$ cat config.mk
export PLATFORM = sky130hd
export DESIGN_NAME = dac_serial_frontend
export DESIGN_NICKNAME = d
export VERILOG_FILES = /design/src/rtl/dac_fe_pkg.sv /design/src/rtl/dac_fe_sync.sv /design/src/rtl/dac_fe_shifter.sv /design/src/rtl/dac_fe_regs.sv /design/src/rtl/dac_serial_frontend.sv
export SDC_FILE = /design/constraint.sdc
export NUM_CORES = 1
export LEC_CHECK = 0
export ABC_AREA = 1
export BUFFER_PORTS_ARGS = -buffer_cell sky130_fd_sc_hd__buf_2
export CORE_UTILIZATION = 50
export DETAILED_ROUTE_END_ITERATION = 7
export PLACE_DENSITY = 0.74
export SETUP_SLACK_MARGIN = 0.05
export SLEW_MARGIN = 20
export SYNTH_ARGS = -nofsm -noshare
export SYNTH_HDL_FRONTEND = slang
export SYNTH_HIERARCHICAL = 1
export SYNTH_SLANG_ARGS = --single-unit
$ cat constraint.sdc
create_clock -name clk_i -period 1.6 [get_ports clk_i]
set_input_delay 0.4 -clock clk_i [delete_from_list [all_inputs] [get_ports clk_i]]
set_output_delay 0.4 -clock clk_i [all_outputs]
set_load 0.005 [all_outputs]
$ cat src/rtl/dac_fe_pkg.sv
package dac_fe_pkg;
  localparam int CODE_W   = 12;
  localparam int FRAME_W  = 16;
  localparam int MODE_LSB = 12;
  localparam int MODE_W   = 2;
  localparam int PD_W     = (1 << MODE_W) - 1;

  typedef enum logic [MODE_W-1:0] {
    MODE_RUN  = 2'b00,
    MODE_PD_A = 2'b01,
    MODE_PD_B = 2'b10,
    MODE_PD_C = 2'b11
  } mode_e;
endpackage

$ cat src/rtl/dac_fe_sync.sv
module dac_fe_sync #(
  parameter int          W       = 3,
  parameter logic [W-1:0] RST_VAL = '0
) (
  input  logic         clk_i,
  input  logic         rst_ni,
  input  logic [W-1:0] d_i,
  output logic [W-1:0] q_o
);
  for (genvar g = 0; g < W; g++) begin : g_bit
    logic meta_q, sync_q;
    always_ff @(posedge clk_i or negedge rst_ni) begin
      if (!rst_ni) begin
        meta_q <= RST_VAL[g];
        sync_q <= RST_VAL[g];
      end else begin
        meta_q <= d_i[g];
        sync_q <= meta_q;
      end
    end
    assign q_o[g] = sync_q;
  end
endmodule

$ cat src/rtl/dac_fe_shifter.sv
module dac_fe_shifter #(
  parameter int FRAME_W = 16,
  localparam int CNT_W  = $clog2(FRAME_W + 1)
) (
  input  logic               clk_i,
  input  logic               rst_ni,
  input  logic               fsync_s_i,
  input  logic               sclk_s_i,
  input  logic               sdata_s_i,
  output logic               done_o,
  output logic [FRAME_W-1:0] word_o,
  output logic [CNT_W-1:0]   cnt_o
);
  localparam logic [CNT_W-1:0] LAST = CNT_W'(FRAME_W - 1);
  localparam logic [CNT_W-1:0] FULL = CNT_W'(FRAME_W);

  logic               sclk_q;
  logic               armed_q;
  logic [CNT_W-1:0]   cnt_q;
  logic [FRAME_W-1:0] sh_q, sh_nxt;
  logic               fall;

  assign fall   = sclk_q & ~sclk_s_i;
  assign sh_nxt = {sh_q[FRAME_W-2:0], sdata_s_i};
  assign done_o = ~fsync_s_i & fall & armed_q & (cnt_q == LAST);
  assign word_o = sh_nxt;
  assign cnt_o  = cnt_q;

  always_ff @(posedge clk_i or negedge rst_ni) begin
    if (!rst_ni) begin
      sclk_q  <= 1'b1;
      armed_q <= 1'b0;
      cnt_q   <= '0;
      sh_q    <= '0;
    end else begin
      sclk_q <= sclk_s_i;
      if (fsync_s_i) begin
        // strobe high re-arms for the next frame
        armed_q <= 1'b1;
        cnt_q   <= '0;
      end else if (fall && armed_q) begin
        sh_q <= sh_nxt;
        if (cnt_q == LAST) begin
          armed_q <= 1'b0;
          cnt_q   <= FULL;
        end else begin
          cnt_q <= cnt_q + 1'b1;
        end
      end
    end
  end
endmodule

$ cat src/rtl/dac_fe_regs.sv
module dac_fe_regs
  import dac_fe_pkg::*;
#(
  parameter int FRAME_W = 16
) (
  input  logic               clk_i,
  input  logic               rst_ni,
  input  logic               load_i,
  input  logic [FRAME_W-1:0] word_i,
  output logic [CODE_W-1:0]  code_o,
  output logic [PD_W-1:0]    pd_sel_o,
  output logic               pwr_dn_o,
  output logic               upd_o
);
  mode_e mode_q;

  always_ff @(posedge clk_i or negedge rst_ni) begin
    if (!rst_ni) begin
      code_o <= '0;
      mode_q <= MODE_RUN;
      upd_o  <= 1'b0;
    end else begin
      upd_o <= load_i;
      if (load_i) begin
        code_o <= word_i[CODE_W-1:0];
        mode_q <= mode_e'(word_i[MODE_LSB +: MODE_W]);
      end
    end
  end

  for (genvar k = 0; k < PD_W; k++) begin : g_pd
    assign pd_sel_o[k] = (mode_q == mode_e'(k + 1));
  end

  assign pwr_dn_o = (mode_q != MODE_RUN);
endmodule

$ cat src/rtl/dac_serial_frontend.sv
module dac_serial_frontend
  import dac_fe_pkg::*;
(
  input  logic              clk_i,
  input  logic              rst_ni,
  input  logic              fsync_ni,
  input  logic              sclk_i,
  input  logic              sdata_i,
  output logic [CODE_W-1:0] code_o,
  output logic [PD_W-1:0]   pd_sel_o,
  output logic              pwr_dn_o,
  output logic              upd_o
);
  localparam int CNT_W = $clog2(FRAME_W + 1);

  logic [2:0]         pins_s;
  logic               fsync_s, sclk_s, sdata_s;
  logic               done;
  logic [FRAME_W-1:0] word;
  logic [CNT_W-1:0]   cnt;

  dac_fe_sync #(.W(3), .RST_VAL(3'b011)) u_sync (
    .clk_i (clk_i),
    .rst_ni(rst_ni),
    .d_i   ({sdata_i, sclk_i, fsync_ni}),
    .q_o   (pins_s)
  );

  assign fsync_s = pins_s[0];
  assign sclk_s  = pins_s[1];
  assign sdata_s = pins_s[2];

  dac_fe_shifter #(.FRAME_W(FRAME_W)) u_shift (
    .clk_i    (clk_i),
    .rst_ni   (rst_ni),
    .fsync_s_i(fsync_s),
    .sclk_s_i (sclk_s),
    .sdata_s_i(sdata_s),
    .done_o   (done),
    .word_o   (word),
    .cnt_o    (cnt)
  );

  dac_fe_regs #(.FRAME_W(FRAME_W)) u_regs (
    .clk_i   (clk_i),
    .rst_ni  (rst_ni),
    .load_i  (done),
    .word_i  (word),
    .code_o  (code_o),
    .pd_sel_o(pd_sel_o),
    .pwr_dn_o(pwr_dn_o),
    .upd_o   (upd_o)
  );
endmodule

== Yosys cells after proc, flatten, opt, wreduce, memory -nomap -nowiden ==
Cells that the tools add are included.
W data, S select, Z words.
Storage, ports and cells
  bits in registers: 41
Cells by class
  $add $sub $neg: 1
  equality and inequality tests: 4
  mux-type cells: 6
  bitwise logic cells: 6
  reductions and logical operators: 6
Operators by type and width (count)
  $mux W5: 3
  $reduce_bool A2 Y1: 3
  $add A5 B1 Y5 const B: 1
  $eq A5 B4 Y1 const B: 1
  $and A1 B1 Y1: 4
  $eq A2 B2 Y1 const B: 2
  $reduce_and A2 Y1: 2
  $mux W1: 3
  $eq A2 B1 Y1 const B: 1
  $not A1 Y1: 2
  $logic_and A1 B1 Y1: 1

== Longest topological paths before layout ==
  word-level depth: 5
  depth in mapped cells: 9
  mapped depth without buffers: 8

== Cells and area by module ==
The synthesis kept the hierarchy.
Modules (own cells, without submodules)
  dac_fe_shifter: instances 1, cells an instance 97, area each 960.9 um^2
  dac_fe_regs: instances 1, cells an instance 67, area each 581.8 um^2
  dac_fe_sync: instances 1, cells an instance 9, area each 177.7 um^2

== Worst setup path before layout ==
Ideal clock, no wire load.
  kind: flip-flop to flip-flop
  from: register u_shift.cnt_q[0] (netlist: u_shift/cnt_o[0])
  to: register u_regs.mode_q[0]
  setup time: 0.117 ns
  data arrival time: 1.481 ns
  data required time: 1.483 ns
  path slack: 0.002 ns
  cell stages (with the launch flop): 10
  buffers on the path: 1
  clock period less this slack: 1.598 ns
  path through: dfrtp_1 -> ha_1 -> and3_1 -> ha_1 -> inv_1 -> nor2_1 -> inv_2 -> buf_6 -> nand2_1 -> nand2_1
On the way
  longest elaborated chain between the ends: 2
RTL lines
  from (decl): line dac_fe_shifter.sv:19  | logic [CNT_W-1:0] cnt_q;
  from (signal assigned): line dac_fe_shifter.sv:47  | cnt_q <= cnt_q + 1'b1;
  $eq A5 B4 Y1: line dac_fe_shifter.sv:25  | assign done_o = ~fsync_s_i & fall & armed_q & (cnt_q == LAST);
  $and A1 B1 Y1: line dac_fe_shifter.sv:25
  net done: line dac_serial_frontend.sv:18  | logic done;
  to (signal assigned): line dac_fe_regs.sv:26  | mode_q <= mode_e'(word_i[MODE_LSB +: MODE_W]);
  to (decl): line dac_fe_regs.sv:15  | mode_e mode_q;
The timed path passes the listed nets, and every way through them passes these cells.
A chain may end at the register's enable or synchronous reset.

== Final worst setup path ==
  from: register u_shift.cnt_q[0] (netlist: u_shift/cnt_o[0])
  to: register u_regs.code_o[6]
On the way
  longest elaborated chain between the ends: 2
RTL lines
  $eq A5 B4 Y1: line dac_fe_shifter.sv:25
  $and A1 B1 Y1: line dac_fe_shifter.sv:25
  net done: line dac_serial_frontend.sv:18
  to (signal assigned): line dac_fe_regs.sv:25  | code_o <= word_i[CODE_W-1:0];
  to (decl): line dac_fe_regs.sv:10  | output logic [CODE_W-1:0] code_o,
The timed path passes the listed nets, and every way through them passes these cells.

==> metrics.cfg <==
[power_and_ir_drop]
seq_power_share = 0.630
combPwrFrac = 0.102
clockPowerShare = 0.268
leakagePower_nw = 1.02
switchingPower_w = 0.000488
switching_share = 0.254
ir_worst_vdd_uv = 733
power_density_mw_per_mm2 = 1030
p_int_w = 0.00143

[sta]
finalClockSkew_ps = 9.16
fin_crit_ps = 1480
rsz0062_at_grt = false
worst_pin_slew_ps = 490
setup_viol = 0
maxSlewHeadroom = 0.673
fin_crit_sh = 0.923
max_clock_freq_mhz = 677
final.setup.tns_ps = 0
final-hold-violation-count = 0
slew_viol_final = 0
setup_slack_ps = 123

[floorplan]
die_area_mm2 = 0.00352
die_y_um = 59.4
pin_count = 22
rows = 20
start_util = 0.535
core_mm2 = 0.00308
die_w_um = 59.4

[routing]
vias_per_cell = 4.75
drt-total-wl_mm = 2.69
post-route-drc-count = 0
num_vias = 1112
drt_iter0_drc = 28
wl_per_cell_um = 11.5
first_pass_iters = 4
ant_nets = 0

[global_routing]
globalRouteTotalUtil = 0.185
antenna_found_initial = 0
grt_pass1_vias = 1122
grt_pass1_wl_mm = 4.56
grt-ovfl-total = 0
grt_max_degree = 42

[synth]
synth.cell_area_mm2 = 0.00165
synth_warnings = 6
syn_avg_cell_area_um2 = 9.91
syn_inst = 166
synth_nets = 173

[clocking]
hold_buffers = 0
cts_tree = built
cts_buffers = 5
root_buffer = clkbuf_4
cts.clk_slew.worst_paths_ps = 110
clock_latency_ps = 340
htree_levels = 2
clkSinkCount = 41
clock_path_buffers = 2

[placement]
portBuffers = 21
post-dp-hpwl_mm = 1.89
place_inst = 225
dpl_cell_area_mm2 = 0.00176
place_congestion = 0.748
dp_slack_ps = 51.7

[cells_and_area]
areaGrowthSynthToFinish_pct = 13.1
num_antenna_cells = 0
final-seq-area_mm2 = 0.00103
layout-drive-gt1-share = 0.268
multiInputGateArea_um2 = 493
postLayoutCellArea_mm2 = 0.00186
nFillCells = 287
nets = 196
final_cells = 234

[worst_setup_path]
path_cells = ha_2 > and3_1 > ha_4 > inv_2 > nor2_4 > buf_12 > nand2_1 > nand2_1
worst-endpoint-required_ps = 1840
cp_common_cell = nand2_1
worst-r2r-setup-slack_ps = 120
setup.worst_path.end_class = register
r2r-start = u_shift/cnt_o[0]
path_class = reg -> reg
slowest_delay_ps = 410
start_kind = register
r2r_end = u_regs/code_o[6]
path_max_fanout = 15
crit_arrival_ps = 1720
cpMaxStageDelayCell = dfrtp_1
r2r_cells = 8
crit_buf_inv = 2
cp_top_family = flip-flops

[min_path]
hold_class = in -> async

[run_status]
outcome = complete, no violations

[flow_run]
maxCapViolCount = 0

-- timing repair --
item                                    in CTS  in global routing
gates resized for setup                      4                  4
buffers inserted                             0                  1
pin swaps                                    0                  2
endpoints found under the setup margin      16                 16
-- sequential cells by signal, summed over array words and instances (netlist names) --
| signal | cells |
|---|---|
| u_regs/upd_o | 1 |
| u_regs/code_o | 12 |
| u_shift/armed_q | 1 |
| u_sync/g_bit.sync_q | 3 |
| u_regs/mode_q | 2 |
| u_shift/sclk_q | 1 |
| u_shift/sh_q | 13 |
| u_sync/g_bit.meta_q | 3 |
| u_shift/cnt_o | 5 |
-- metal layers --
layer / share of wire / GRT usage
met5: 0 / 0
met3: 0.033 / 0.0459
met4: 0.020 / 0.112
met2: 0.54 / 0.329
met1: 0.41 / 0.195
-- stage by stage --
step                       util  hold WS (ps)  total power, W
final                     0.604          91.3         0.00192
after global routing      0.604           117         0.00204
after floorplan               -           104         0.00136
after CTS                 0.596           103         0.00194
after global placement    0.573           342         0.00140
after detailed placement  0.573           348         0.00142
-- cells in the final DEF, fill, tap and decap left out, drive strengths merged --
cell,instances
o21ai,9
buf,25
nand3,5
nand4,1
and3,1
clkbuf,8
nor2,13
ha,2
o22ai,2
dfstp,5
nand2,56
a21oi,8
inv,19
dfrtp,36
-- area by class of cell --
| class | instances | share of cell area |
|---|---|---|
| sequential | 41 | 0.555 |
| multi-input combinational | 97 | 0.265 |
| timing repair buffer | 25 | 0.0794 |
| inverter | 19 | 0.0397 |
| clock buffer | 8 | 0.0316 |
| tap | 44 | 0.0296 |
-- worst max-delay path by stage --
stage | startpoint | endpoint | slack (ps) | cells past startpoint
after floorplan | u_shift/cnt_o[0] | u_regs/mode_q[0] | 100 | 9
after global placement | u_shift/cnt_o[0] | u_regs/mode_q[1] | 100 | 8
after detailed placement | u_shift/cnt_o[0] | u_shift/cnt_o[2] | 50 | 8
after CTS | u_shift/cnt_o[0] | u_shift/cnt_o[2] | 60 | 8
after global routing | u_shift/cnt_o[0] | u_shift/cnt_o[3] | 50 | 8
final | u_shift/cnt_o[0] | u_regs/code_o[6] | 120 | 8
-- power groups by stage --
stage | sequential [W] | clock (W) | combinational, W
after global placement | 0.00122 | 0 | 0.000179
after detailed placement | 0.00123 | 0 | 0.000193
after CTS | 0.00121 | 0.000539 | 0.000195
final | 0.00121 | 0.000516 | 0.000196
after floorplan | 0.00121 | 0 | 0.000152
after global routing | 0.00122 | 0.000586 | 0.000229
Power figures use the tool's default switching activity.
